### src/rtl/ptw_pkg.sv
package ptw_pkg;
  localparam int unsigned PTE_W = 32;
  localparam int unsigned TAG_W = 9;
  localparam int unsigned PPN_W = 20;
  localparam int unsigned OFF_W = 12;

  // field order fixes bit positions: 31 valid, 30 dirty, 29 ref, 28:20 tag, 19:0 ppn
  typedef struct packed {
    logic             valid;
    logic             dirty;
    logic             refd;
    logic [TAG_W-1:0] tag;
    logic [PPN_W-1:0] ppn;
  } pte_t;

  typedef enum logic [2:0] {
    ST_IDLE,
    ST_READ,
    ST_CHECK,
    ST_WRITE,
    ST_RESP
  } walk_state_e;
endpackage

### src/rtl/ptw_pte_eval.sv
module ptw_pte_eval
  import ptw_pkg::*;
(
  input  pte_t             pte_i,
  input  logic [TAG_W-1:0] pid_i,
  input  logic             store_i,
  output logic             page_fault_o,
  output logic             prot_fault_o,
  output logic             upd_o,
  output pte_t             pte_o
);
  always_comb begin
    page_fault_o = !pte_i.valid;
    prot_fault_o = pte_i.valid && (pte_i.tag != pid_i);
    pte_o        = pte_i;
    pte_o.refd   = 1'b1;
    if (store_i) pte_o.dirty = 1'b1;
    upd_o = !page_fault_o && !prot_fault_o &&
            (!pte_i.refd || (store_i && !pte_i.dirty));
  end

  always_comb begin

    invalid_wins_chk: assert (!(page_fault_o && prot_fault_o));
  end
endmodule

### src/rtl/ptw_ctrl.sv
module ptw_ctrl
  import ptw_pkg::*;
(
  input  logic        clk_i,
  input  logic        rst_ni,
  input  logic        req_fire_i,
  input  logic        mem_ack_i,
  input  logic        upd_i,
  output walk_state_e state_o
);
  walk_state_e state_q, state_d;

  always_comb begin
    state_d = state_q;
    unique case (state_q)
      ST_IDLE:  if (req_fire_i) state_d = ST_READ;
      ST_READ:  if (mem_ack_i)  state_d = ST_CHECK;
      ST_CHECK: state_d = upd_i ? ST_WRITE : ST_RESP;
      ST_WRITE: if (mem_ack_i)  state_d = ST_RESP;
      ST_RESP:  state_d = ST_IDLE;
      default:  state_d = ST_IDLE;
    endcase
  end

  always_ff @(posedge clk_i or negedge rst_ni) begin
    if (!rst_ni) state_q <= ST_IDLE;
    else         state_q <= state_d;
  end

  assign state_o = state_q;


  resp_then_idle_chk: assert property (@(posedge clk_i) disable iff (!rst_ni)
    state_q == ST_RESP |=> state_q == ST_IDLE);
endmodule

### src/rtl/ptw_walker.sv
module ptw_walker
  import ptw_pkg::*;
#(
  parameter int unsigned VA_W  = 32,
  parameter int unsigned PTR_W = 32
) (
  input  logic                 clk_i,
  input  logic                 rst_ni,
  input  logic                 ptr_we_i,
  input  logic [PTR_W-1:0]     ptr_wdata_i,
  input  logic [TAG_W-1:0]     pid_i,
  input  logic                 req_valid_i,
  output logic                 req_ready_o,
  input  logic [VA_W-1:0]      req_va_i,
  input  logic                 req_store_i,
  output logic                 rsp_valid_o,
  output logic [PPN_W+OFF_W-1:0] rsp_pa_o,
  output logic                 rsp_page_fault_o,
  output logic                 rsp_prot_fault_o,
  output logic                 mem_req_o,
  output logic                 mem_we_o,
  output logic [PTR_W-1:0]     mem_addr_o,
  output logic [PTE_W-1:0]     mem_wdata_o,
  input  logic                 mem_ack_i,
  input  logic [PTE_W-1:0]     mem_rdata_i
);
  localparam int unsigned VPN_W    = VA_W - OFF_W;
  localparam int unsigned PA_W     = PPN_W + OFF_W;
  localparam int unsigned ENTRY_SH = $clog2(PTE_W / 8);

  walk_state_e      state;
  logic [PTR_W-1:0] ptr_q, addr_q;
  logic [OFF_W-1:0] off_q;
  logic [TAG_W-1:0] pid_q;
  logic             store_q;
  pte_t             pte_q, pte_new, wdata_q;
  logic             pf, prot, upd;
  logic [PA_W-1:0]  pa_q;
  logic             pf_q, prot_q;
  logic             req_fire;
  logic [VPN_W-1:0] vpn;

  assign vpn         = req_va_i[VA_W-1:OFF_W];
  assign req_ready_o = (state == ST_IDLE);
  assign req_fire    = req_valid_i && req_ready_o;

  ptw_ctrl i_ctrl (
    .clk_i      (clk_i),
    .rst_ni     (rst_ni),
    .req_fire_i (req_fire),
    .mem_ack_i  (mem_ack_i),
    .upd_i      (upd),
    .state_o    (state)
  );

  ptw_pte_eval i_eval (
    .pte_i        (pte_q),
    .pid_i        (pid_q),
    .store_i      (store_q),
    .page_fault_o (pf),
    .prot_fault_o (prot),
    .upd_o        (upd),
    .pte_o        (pte_new)
  );

  always_ff @(posedge clk_i or negedge rst_ni) begin
    if (!rst_ni)       ptr_q <= '0;
    else if (ptr_we_i) ptr_q <= ptr_wdata_i;
  end

  // request capture: base taken at acceptance
  always_ff @(posedge clk_i or negedge rst_ni) begin
    if (!rst_ni) begin
      addr_q  <= '0;
      off_q   <= '0;
      pid_q   <= '0;
      store_q <= 1'b0;
    end else if (req_fire) begin
      addr_q  <= ptr_q + (PTR_W'(vpn) << ENTRY_SH);
      off_q   <= req_va_i[OFF_W-1:0];
      pid_q   <= pid_i;
      store_q <= req_store_i;
    end
  end

  always_ff @(posedge clk_i or negedge rst_ni) begin
    if (!rst_ni)                             pte_q <= '0;
    else if (state == ST_READ && mem_ack_i)  pte_q <= pte_t'(mem_rdata_i);
  end

  always_ff @(posedge clk_i or negedge rst_ni) begin
    if (!rst_ni) begin
      pa_q    <= '0;
      pf_q    <= 1'b0;
      prot_q  <= 1'b0;
      wdata_q <= '0;
    end else if (state == ST_CHECK) begin
      pf_q    <= pf;
      prot_q  <= prot;
      pa_q    <= (pf || prot) ? '0 : {pte_q.ppn, off_q};
      wdata_q <= pte_new;
    end
  end

  assign mem_req_o        = (state == ST_READ) || (state == ST_WRITE);
  assign mem_we_o         = (state == ST_WRITE);
  assign mem_addr_o       = addr_q;
  assign mem_wdata_o      = wdata_q;
  assign rsp_valid_o      = (state == ST_RESP);
  assign rsp_pa_o         = pa_q;
  assign rsp_page_fault_o = pf_q;
  assign rsp_prot_fault_o = prot_q;


  mem_hold_chk: assert property (@(posedge clk_i) disable iff (!rst_ni)
    mem_req_o && !mem_ack_i |=> mem_req_o && $stable(mem_addr_o) && $stable(mem_we_o));


  wb_sets_ref_chk: assert property (@(posedge clk_i) disable iff (!rst_ni)
    mem_req_o && mem_we_o |-> mem_wdata_o[29]);


  fault_no_pa_chk: assert property (@(posedge clk_i) disable iff (!rst_ni)
    rsp_valid_o && (rsp_page_fault_o || rsp_prot_fault_o) |-> rsp_pa_o == '0);


  rsp_pulse_chk: assert property (@(posedge clk_i) disable iff (!rst_ni)
    rsp_valid_o |=> !rsp_valid_o);


  busy_not_ready_chk: assert property (@(posedge clk_i) disable iff (!rst_ni)
    mem_req_o |-> !req_ready_o);
endmodule

### config.mk
export PLATFORM = sky130hd
export DESIGN_NAME = ptw_walker
export DESIGN_NICKNAME = d
export VERILOG_FILES = /design/src/rtl/ptw_pkg.sv /design/src/rtl/ptw_pte_eval.sv /design/src/rtl/ptw_ctrl.sv /design/src/rtl/ptw_walker.sv
export SDC_FILE = /design/constraint.sdc
export NUM_CORES = 1
export LEC_CHECK = 0
export ABC_AREA = 0
export BUFFER_PORTS_ARGS = -buffer_cell sky130_fd_sc_hd__buf_4
export CORE_UTILIZATION = 30
export CTS_CLUSTER_SIZE = 16
export DETAILED_ROUTE_END_ITERATION = 10
export GPL_TIMING_DRIVEN = 0
export PLACE_DENSITY = 0.55
export SYNTH_ARGS = -nofsm -noshare
export SYNTH_HDL_FRONTEND = slang
export SYNTH_HIERARCHICAL = 1
export SYNTH_SLANG_ARGS = --single-unit
### constraint.sdc
create_clock -name clk_i -period 2.69 [get_ports clk_i]
set_clock_uncertainty 0.05 [all_clocks]
set_input_delay 0.538 -clock clk_i [delete_from_list [all_inputs] [get_ports clk_i]]
set_output_delay 0.538 -clock clk_i [all_outputs]
set_load 0.005 [all_outputs]
**After elaboration in Yosys (flattened, before gate mapping)**

Index checks and enable logic that the tools add are counted.

- Word-level logic and storage cells: 50
- Latch bits: 0
- Bits in writable memories: 0
- Memories: 0
- Output and inout port bits: 102
- Bits of input ports: 111
- Memory bits (read-only): 0
- Flip-flop bits (word level): 187

- Bitwise logic cells: 0
- Shift operators: 0
- Multiply operators: 0
- Reductions and logical operators: 15
- Multiplexer cells: 7
- $lt $le $gt $ge: 0
- Add/subtract/negate cells: 1
- Equality and inequality tests: 8
- Divide/modulo/power cells: 0

Operators by type and width:

| operator | number |
|---|---|
| $add A32 B22 Y32 | 1 |
| $mux W32 | 1 |
| $mux W3 | 4 |
| $pmux W3 S4 | 1 |
| $ne A9 B9 Y1 | 1 |
| $eq A3 B2 Y1 const B | 2 |
| $logic_and A1 B1 Y1 | 6 |
| $logic_not A1 Y1 | 4 |
| $ne A2 B1 Y1 const B | 2 |
| $eq A3 B1 Y1 const B | 1 |
| $eq A3 B3 Y1 const B | 1 |
| $logic_not A3 Y1 | 1 |
| $logic_or A1 B1 Y1 | 3 |
| $reduce_and A3 Y1 | 1 |
| $ne A2 B2 Y1 const B | 1 |
| $mux W1 | 1 |

**Logic depth before layout (Yosys ltp)**

Gate-level depths: netlist of run 1.

- Depth after elaboration: 7
- Gate-level depth with buffers: 10
- Mapped depth without buffers: 10

**Hierarchy**

The synthesis of run 1 kept the hierarchy.

Modules (own cells, without submodules):

| module | seq. area each (µm²) | cells each | times used | area an instance (µm²) |
|---|---|---|---|---|
| ptw_walker | 4604.4 | 762 | 1 | 8242.9 |
| ptw_pte_eval | 0.0 | 50 | 1 | 375.4 |
| ptw_ctrl | 75.1 | 13 | 1 | 142.6 |

**Least setup slack after synthesis of run 1**

No wires, ideal clock.

- Path type: input port to flip-flop
- Start point: input port req_va_i[12]
- End point: register addr_q[20] (netlist: mem_addr_o[20])
- Arrival time: 2.195 ns
- Stages: 10
- Path slack: 0.362 ns
- Path buffers: 0
- Data required time: 2.557 ns
- Library setup time: 0.083 ns
- Path through: ha_1 > inv_1 > fa_1 > nand2b_1 > a21o_1 > and3_1 > o21ai_1 > o21ai_0 > xor2_1 > o21ai_0

- Word-level cells in the longest chain between the ends: 1

RTL lines:

| item | line | source |
|---|---|---|
| start, declared | ptw_walker.sv:14 | `input logic [VA_W-1:0] req_va_i,` |
| $add A32 B22 Y32 | ptw_walker.sv:79 | `addr_q <= ptr_q + (PTR_W'(vpn) << ENTRY_SH);` |
| end signal, assigned | ptw_walker.sv:79 |  |
| end, declared | ptw_walker.sv:32 | `logic [PTR_W-1:0] ptr_q, addr_q;` |

No other way between the ends.
A chain may end at the register's enable or synchronous reset.

**Worst setup path after layout of run 1**

- Start point: register ptr_q[2]
- End point: register addr_q[26] (netlist: mem_addr_o[26])

- Word-level cells in the longest chain between the ends: 1

RTL lines:

| item | line | source |
|---|---|---|
| start, declared | ptw_walker.sv:32 |  |
| start signal, assigned | ptw_walker.sv:68 | `else if (ptr_we_i) ptr_q <= ptr_wdata_i;` |
| $add A32 B22 Y32 | ptw_walker.sv:79 |  |

No other way between the ends.

==> results of run 1 <==
-- cells by family after synthesis --
family / count (synthesis)
fa+ha+maj: 21
simple gates: 269
xor+xnor: 33
flops: 187
compound gates: 135
other cells: 1
mux: 100
buf+inv: 79
-- cell type report --
class	count	area, sq um
clock buffer	17	425
fill	2894	17200
multi-input combinational	559	3660
inverter	7	26.3
antenna	1	2.50
tap	384	480
buffer	72	413
clock inverter	14	153
timing repair buffer	212	1620
sequential	187	4680
-- synth_stat cells (all sizes together), types with 3 or more instances --
| master | number |
|---|---|
| nand2 | 200 |
| dfrtp | 187 |
| mux2 | 98 |
| o21ai | 70 |
| buf | 46 |
| a21oi | 35 |
| clkbuf | 26 |
| xnor2 | 24 |
| ha | 20 |
| nor2 | 19 |
| nand3 | 9 |
| nand4 | 9 |
| xor2 | 9 |
| inv | 7 |
| nand2b | 7 |
| and3 | 6 |
| o21a | 6 |
| a211oi | 3 |
| a21o | 3 |
| nor3 | 3 |
-- power by group --
part,internal (mW),total (mW),switching (mW)
Clock,1.24,2.50,1.26
Sequential,3.96,4.71,0.747
Combinational,2.45,4.50,2.05
Total,7.65,11.7,4.06
-- sequential cells by signal (all words and copies together), names as in the netlist --
register / cells
rsp_pa_o: 32
rsp_prot_fault_o: 1
ptr_q: 32
pte_q: 32
mem_wdata_o: 32
off_q: 12
rsp_page_fault_o: 1
store_q: 1
mem_addr_o: 32
pid_q: 9
i_ctrl/state_o: 3
-- stage by stage --
stage               area, sq um  cells  TNS (ps)  utilization  power, mW
floorplan                  8760    825         0            -       7.18
global placement          10800   1420    -57390        0.377       9.27
detailed placement        10900   1421     -1070        0.378       9.37
CTS                       11400   1452         0        0.399       11.9
global route              11500   1452         0        0.399       12.6
finish                    11500   1453         0        0.399       11.7
-- per-layer routing --
layer  up-vias  part of all wire  global-route usage  wire length [um]
li1       3239                 -                   -                 -
met1      3221              0.47               0.217             10900
met2       203              0.46               0.257             10800
met3         9             0.066              0.0424              1540
met4         0            0.0066              0.0284               154
met5         -                 0                   0                 0
-- path summary, 6_finish.rpt --
kind / start / endpoint / slack (ps) / cells past startpoint
max: ptr_q[2]$_DFFE_PN0P_ / mem_addr_o[26]$_DFFE_PN0P_ / 230 / 10
min: rst_ni / pte_q[16]$_DFFE_PN0P_ / 70 / 1
max reg2reg: ptr_q[2]$_DFFE_PN0P_ / mem_addr_o[26]$_DFFE_PN0P_ / 230 / 10
min reg2reg: off_q[6]$_DFFE_PN0P_ / off_q[6]$_DFFE_PN0P_ / 430 / 2
max in group asynchronous: rst_ni / ptr_q[10]$_DFFE_PN0P_ / 1570 / 2
min in group clk_i: req_va_i[3] / off_q[3]$_DFFE_PN0P_ / 250 / 3
==> impl_results.md, run 1 <==
* CP peak stage delay at 400 ps
* Root Driver: clkbuf_16
* Syn nets at 957
* Antenna-violating nets left at 0
* Initial Util at 0.305
* Ranking of synthesized cells by area: dfrtp_1 53%, mux2_2 12%, nand2_1 8.6%
* Final WL at 23,400 um
* Cts repair resizes at 0
* Cells after Synth at 825
* CTS max path bufs at 2
* Number of synthesized flops with an enable pin at 0
* Placer Congestion at 0.838
* Clock-pin slew on the worst setup and hold paths at 80 ps
* Post-route minimum period at 2460 ps
* GRT Residual Overflow at 0
* Pre-CTS setup slack at -226 ps
* Post-synthesis xor/xnor area fraction at 0.0330
* Yosys warning count at 6
* Port bufs at 211
* Least-Margin Pin Slew at 759 ps
* Crit. End Element: flop
* Vias in the first global route at 6,608
* Most frequent cells in the layout: 245 x buf_4, 200 x nand2_1, 187 x dfrtp_1
* Power Density at 1020 nW/um^2
* Yosys reg bits at 187
* Most common cell after layout, fill and taps aside: buf_4
* Vias per cell at 4.59
* Max cap viols at 0
* CP Max Fanout at 4
* Area Growth Syn to Fin at 30.8%
* Top FF cell, synth: dfrtp_1
* Largest net degree at the start of global routing at 97
* Path type of the worst min-delay path: input pin to asynchronous set/reset pin
* CORE AREA at 28,700 sq um
* Maximum VDD drop at 387 uV
* H-tree depth at 4
* Share of the synthesized area in the top cell type at 0.534
* Sequential-to-total area share from yosys stat at 0.534
* RSZ-0062 raised after global routing: no
* NumNets Final at 1,188
* Netlist cell types at 60
* Num ports at 213
* Initial DRC Count at 342
* Cts hold-fix bufs at 0
* Post-DP HPWL at 17,400 um
* DR DRC count at 0
* Core Rows at 62
* Multiplexer area fraction after synthesis at 0.128
* Max Slew Vio Count at 0
* Postcts setup bufs at 0
* Critical path arrival at 2700 ps
* Critical path buffers and inverters at 1
* Total global-route track usage at 0.160
* Per-cell routed wire length at 16.1 um
* Share of layout cells above drive strength 1 at 0.373
* Synthesized-area fraction occupied by adder cells at 0.0308
* Simple-Gate Fraction of Synth Area at 0.133
* Critical Path Slowest Stage Cell: fa_1
* TritonCTS buffer count at 17
* Max Freq at 406 MHz
* Initial antenna violation count at 1
* Status: finished clean
* WS Path Type: flop to flop
* CTS sink count at 187
* Fin Hold WS at 74.8 ps
* DRT Pass-1 Iters at 4
* Die area at 29,900 sq um
* Final hold violations at 0
* Endpoints failing setup at 0
* Tcrit/Tclk final at 0.915
* Slew headroom at 0.494
* Compound-cell area share of the yosys netlist at 0.0904
* Synth area leader: dfrtp_1
* Final WS setup at 229 ps
* CTS tree: yes
* Die Y at 173 um
* Pleak at 5.35 nW
* Largest family of logic cells by synthesized area: simple AND/OR/NAND/NOR gates
* Worst skew pair latency at 430 ps
* Post-synth ARST share at 1.00
* First-pass GRT wire length at 37,300 um
* Post-Syn Area at 8760 sq um
* Delay-heaviest family, CP: compound AO/OA/AOI/OAI gates
* Setup crit start kind: flop
* Vias at 6,672
* Die width at 173 um
* Syn Area/Cell at 10.6 sq um
* CP cell instances: ha_1 -> inv_1 -> fa_1 -> nand2b_1 -> a21o_1 -> a21oi_2 -> o2111ai_2 -> a21oi_1 -> xnor2_1 -> o21ai_1
* Required @ worst endpoint at 2930 ps
No activity file was read; power rests on OpenSTA's default activity.
==> inputs of run 2 (changes only) <==
- BUFFER_PORTS_ARGS: -buffer_cell sky130_fd_sc_hd__buf_4 -> -buffer_cell sky130_fd_sc_hd__clkbuf_2
- CAP_MARGIN: unset -> 0
- SLEW_MARGIN: unset -> 20
==> run 2 against run 1 <==
  * Sequential cell count is the same
  * Sequential power is essentially flat
  * Register-to-register slack is essentially flat
  * Routed wire length is essentially flat
  * Worst hold slack gained 170 ps
  * Non-clock buffer count grew 2
  * Critical path depth is the same
  * Worst setup slack lost 4.5 ps
  * Cell area shrank 4.2%
  * Critical endpoint unchanged
  * Highest routed layer unchanged
==> impl_results.md, run 2 (synthesis results as in run 1) <==
* Crit. End Element: flop (unchanged)
* First-pass GRT wire length at 37,900 um (was 37,300 um)
* Per-cell routed wire length at 16.1 um (about the same)
* Critical path arrival at 2700 ps (about the same)
* Power Density at 1030 nW/um^2 (was 1020 nW/um^2)
* Die width at 173 um (unchanged)
* Die area at 29,900 sq um (unchanged)
* Max cap viols at 0 (unchanged)
* Path type of the worst min-delay path: input pin to flop (was input pin to asynchronous set/reset pin)
* Status: finished clean (unchanged)
* Setup crit start kind: flop (unchanged)
* Required @ worst endpoint at 2930 ps (about the same)
* DRT Pass-1 Iters at 4 (unchanged)
* CTS tree: yes (unchanged)
* Setup TNS at 0 ps (unchanged)
* CTS sink count at 187 (unchanged)
* Final hold violations at 0 (unchanged)
* Reg area at 4680 sq um (unchanged)
* Routing usage on met1 at 0.222 (was 0.217)
* Non-Filler Instances at 1,455 (was 1,453)
* WS Path Type: flop to flop (unchanged)
* CTS max path bufs at 2 (unchanged)
* Initial antenna violation count at 1 (unchanged)
* DR DRC count at 0 (unchanged)
* Area of the multi-input gates at 3660 sq um (about the same)
* Dpl cells at 1,422 (was 1,421)
* Root Driver: clkbuf_16 (unchanged)
* Total global-route track usage at 0.162 (was 0.160)
* RSZ-0062 raised after global routing: no (unchanged)
* CORE AREA at 28,700 sq um (unchanged)
* NumNets Final at 1,190 (was 1,188)
* GRT Residual Overflow at 0 (unchanged)
* Initial Util at 0.305 (unchanged)
* Tcrit/Tclk final at 0.917 (was 0.915)
* Overall power at 11.3 mW (was 11.7 mW)
* Antenna-violating nets left at 0 (unchanged)
* Endpoints failing setup at 0 (unchanged)
* Core Rows at 62 (unchanged)
* Maximum VDD drop at 355 uV (was 387 uV)
* Least-Margin Pin Slew at 755 ps (was 759 ps)
* Max Slew Vio Count at 0 (unchanged)
* Share of layout cells above drive strength 1 at 0.374 (was 0.373)
* Fillers at 2,939 (was 2,894)
* Vias at 6,645 (was 6,672)
* Clock-pin slew on the worst setup and hold paths at 70 ps (was 80 ps)
* CP Max Fanout at 4 (unchanged)
* Pleak at 5.22 nW (was 5.35 nW)
* Max Freq at 406 MHz (about the same)
* M3 GR Usage at 0.0330 (was 0.0424)
* Final WL at 23,500 um (was 23,400 um)
* Largest net degree at the start of global routing at 85 (was 97)
* GRT busiest layer: met2 (unchanged)
* TritonCTS buffer count at 17 (unchanged)
* Placer Congestion at 0.842 (was 0.838)
* Num ports at 213 (unchanged)
* Die Y at 173 um (unchanged)
* Worst skew pair latency at 430 ps (about the same)
* Most frequent cells in the layout: 210 x clkbuf_2, 200 x nand2_1, 187 x dfrtp_1 (was 245 x buf_4, 200 x nand2_1, 187 x dfrtp_1)
* Initial DRC Count at 275 (was 342)
* Post-route minimum period at 2470 ps (was 2460 ps)
* Vias per cell at 4.57 (was 4.59)
* Finished Core Util at 0.382 (was 0.399)
* Most common cell after layout, fill and taps aside: clkbuf_2 (was buf_4)
* H-tree depth at 4 (unchanged)
* Slew headroom at 0.497 (was 0.494)
* GR Util met2 at 0.261 (was 0.257)
* Post-DP HPWL at 17,400 um (about the same)
* Area Growth Syn to Fin at 25.3% (was 30.8%)
* Vias in the first global route at 6,810 (was 6,608)
* Port bufs at 211 (unchanged)
run 2: repair_timing:
item / CTS / global route
resized for setup: 0 / 5
setup endpoints to repair: 0 / 16
endpoints found under the hold margin: 26 / 0
buffers inserted: 0 / 0
hold buffers: 1 / 0
run 2: final cells by class:
cell class / instances / share of cell area
diodes: 1 / 0.000228
plain buffers: 72 / 0.0376
clock buffers: 17 / 0.0388
clock inverters: 14 / 0.0140
inverters: 7 / 0.00239
multi-input cells: 559 / 0.334
flip-flops and latches: 187 / 0.426
well taps: 384 / 0.0438
repair buffers: 214 / 0.103
run 2: worst paths after layout:
kind | slack [ps] | endpoint | from | cells past startpoint
max in group asynchronous | 1370 | ptr_q[2]$_DFFE_PN0P_ | rst_ni | 3
worst max register to register | 220 | mem_addr_o[26]$_DFFE_PN0P_ | ptr_q[2]$_DFFE_PN0P_ | 10
worst min register to register | 430 | off_q[10]$_DFFE_PN0P_ | off_q[10]$_DFFE_PN0P_ | 2
worst max-delay path | 220 | mem_addr_o[26]$_DFFE_PN0P_ | ptr_q[2]$_DFFE_PN0P_ | 10
worst min-delay path | 250 | off_q[0]$_DFFE_PN0P_ | req_va_i[0] | 3
min in group asynchronous | 510 | rsp_pa_o[24]$_DFFE_PN0N_ | rst_ni | 2
run 2: where the power goes:
part           internal (mW)  switching [mW]  leakage (nW)
logic                   2.05            2.08          2.64
clock network           1.24            1.27         0.273
registers               3.96           0.726          2.30
total                   7.25            4.07          5.22
run 2: per-stage QoR:
step | instance area (sq um) | setup WS (ps) | hold slack (ps)
CTS | 11000 | 35.8 | 232
global placement | 10300 | -2760 | 396
detailed placement | 10400 | -199 | 399
finish | 11000 | 224 | 250
global route | 11000 | 8.49 | 238
floorplan | 8760 | 362 | 192
run 2: critical path, cell delays in order (launching register included):
cell	delay, ps
dfrtp_1	350
ha_1	180
inv_1	60
fa_1	380
nand2b_1	180
a21o_1	200
a21oi_2	230
o2111ai_2	230
a21oi_1	230
xnor2_1	160
o21ai_1	90
run 2: layer usage:
| layer | vias to the layer above | share of wire |
|---|---|---|
| li1 | 3240 | - |
| met1 | 3186 | 0.47 |
| met2 | 200 | 0.46 |
| met3 | 19 | 0.054 |
| met4 | 0 | 0.012 |
| met5 | - | 0 |
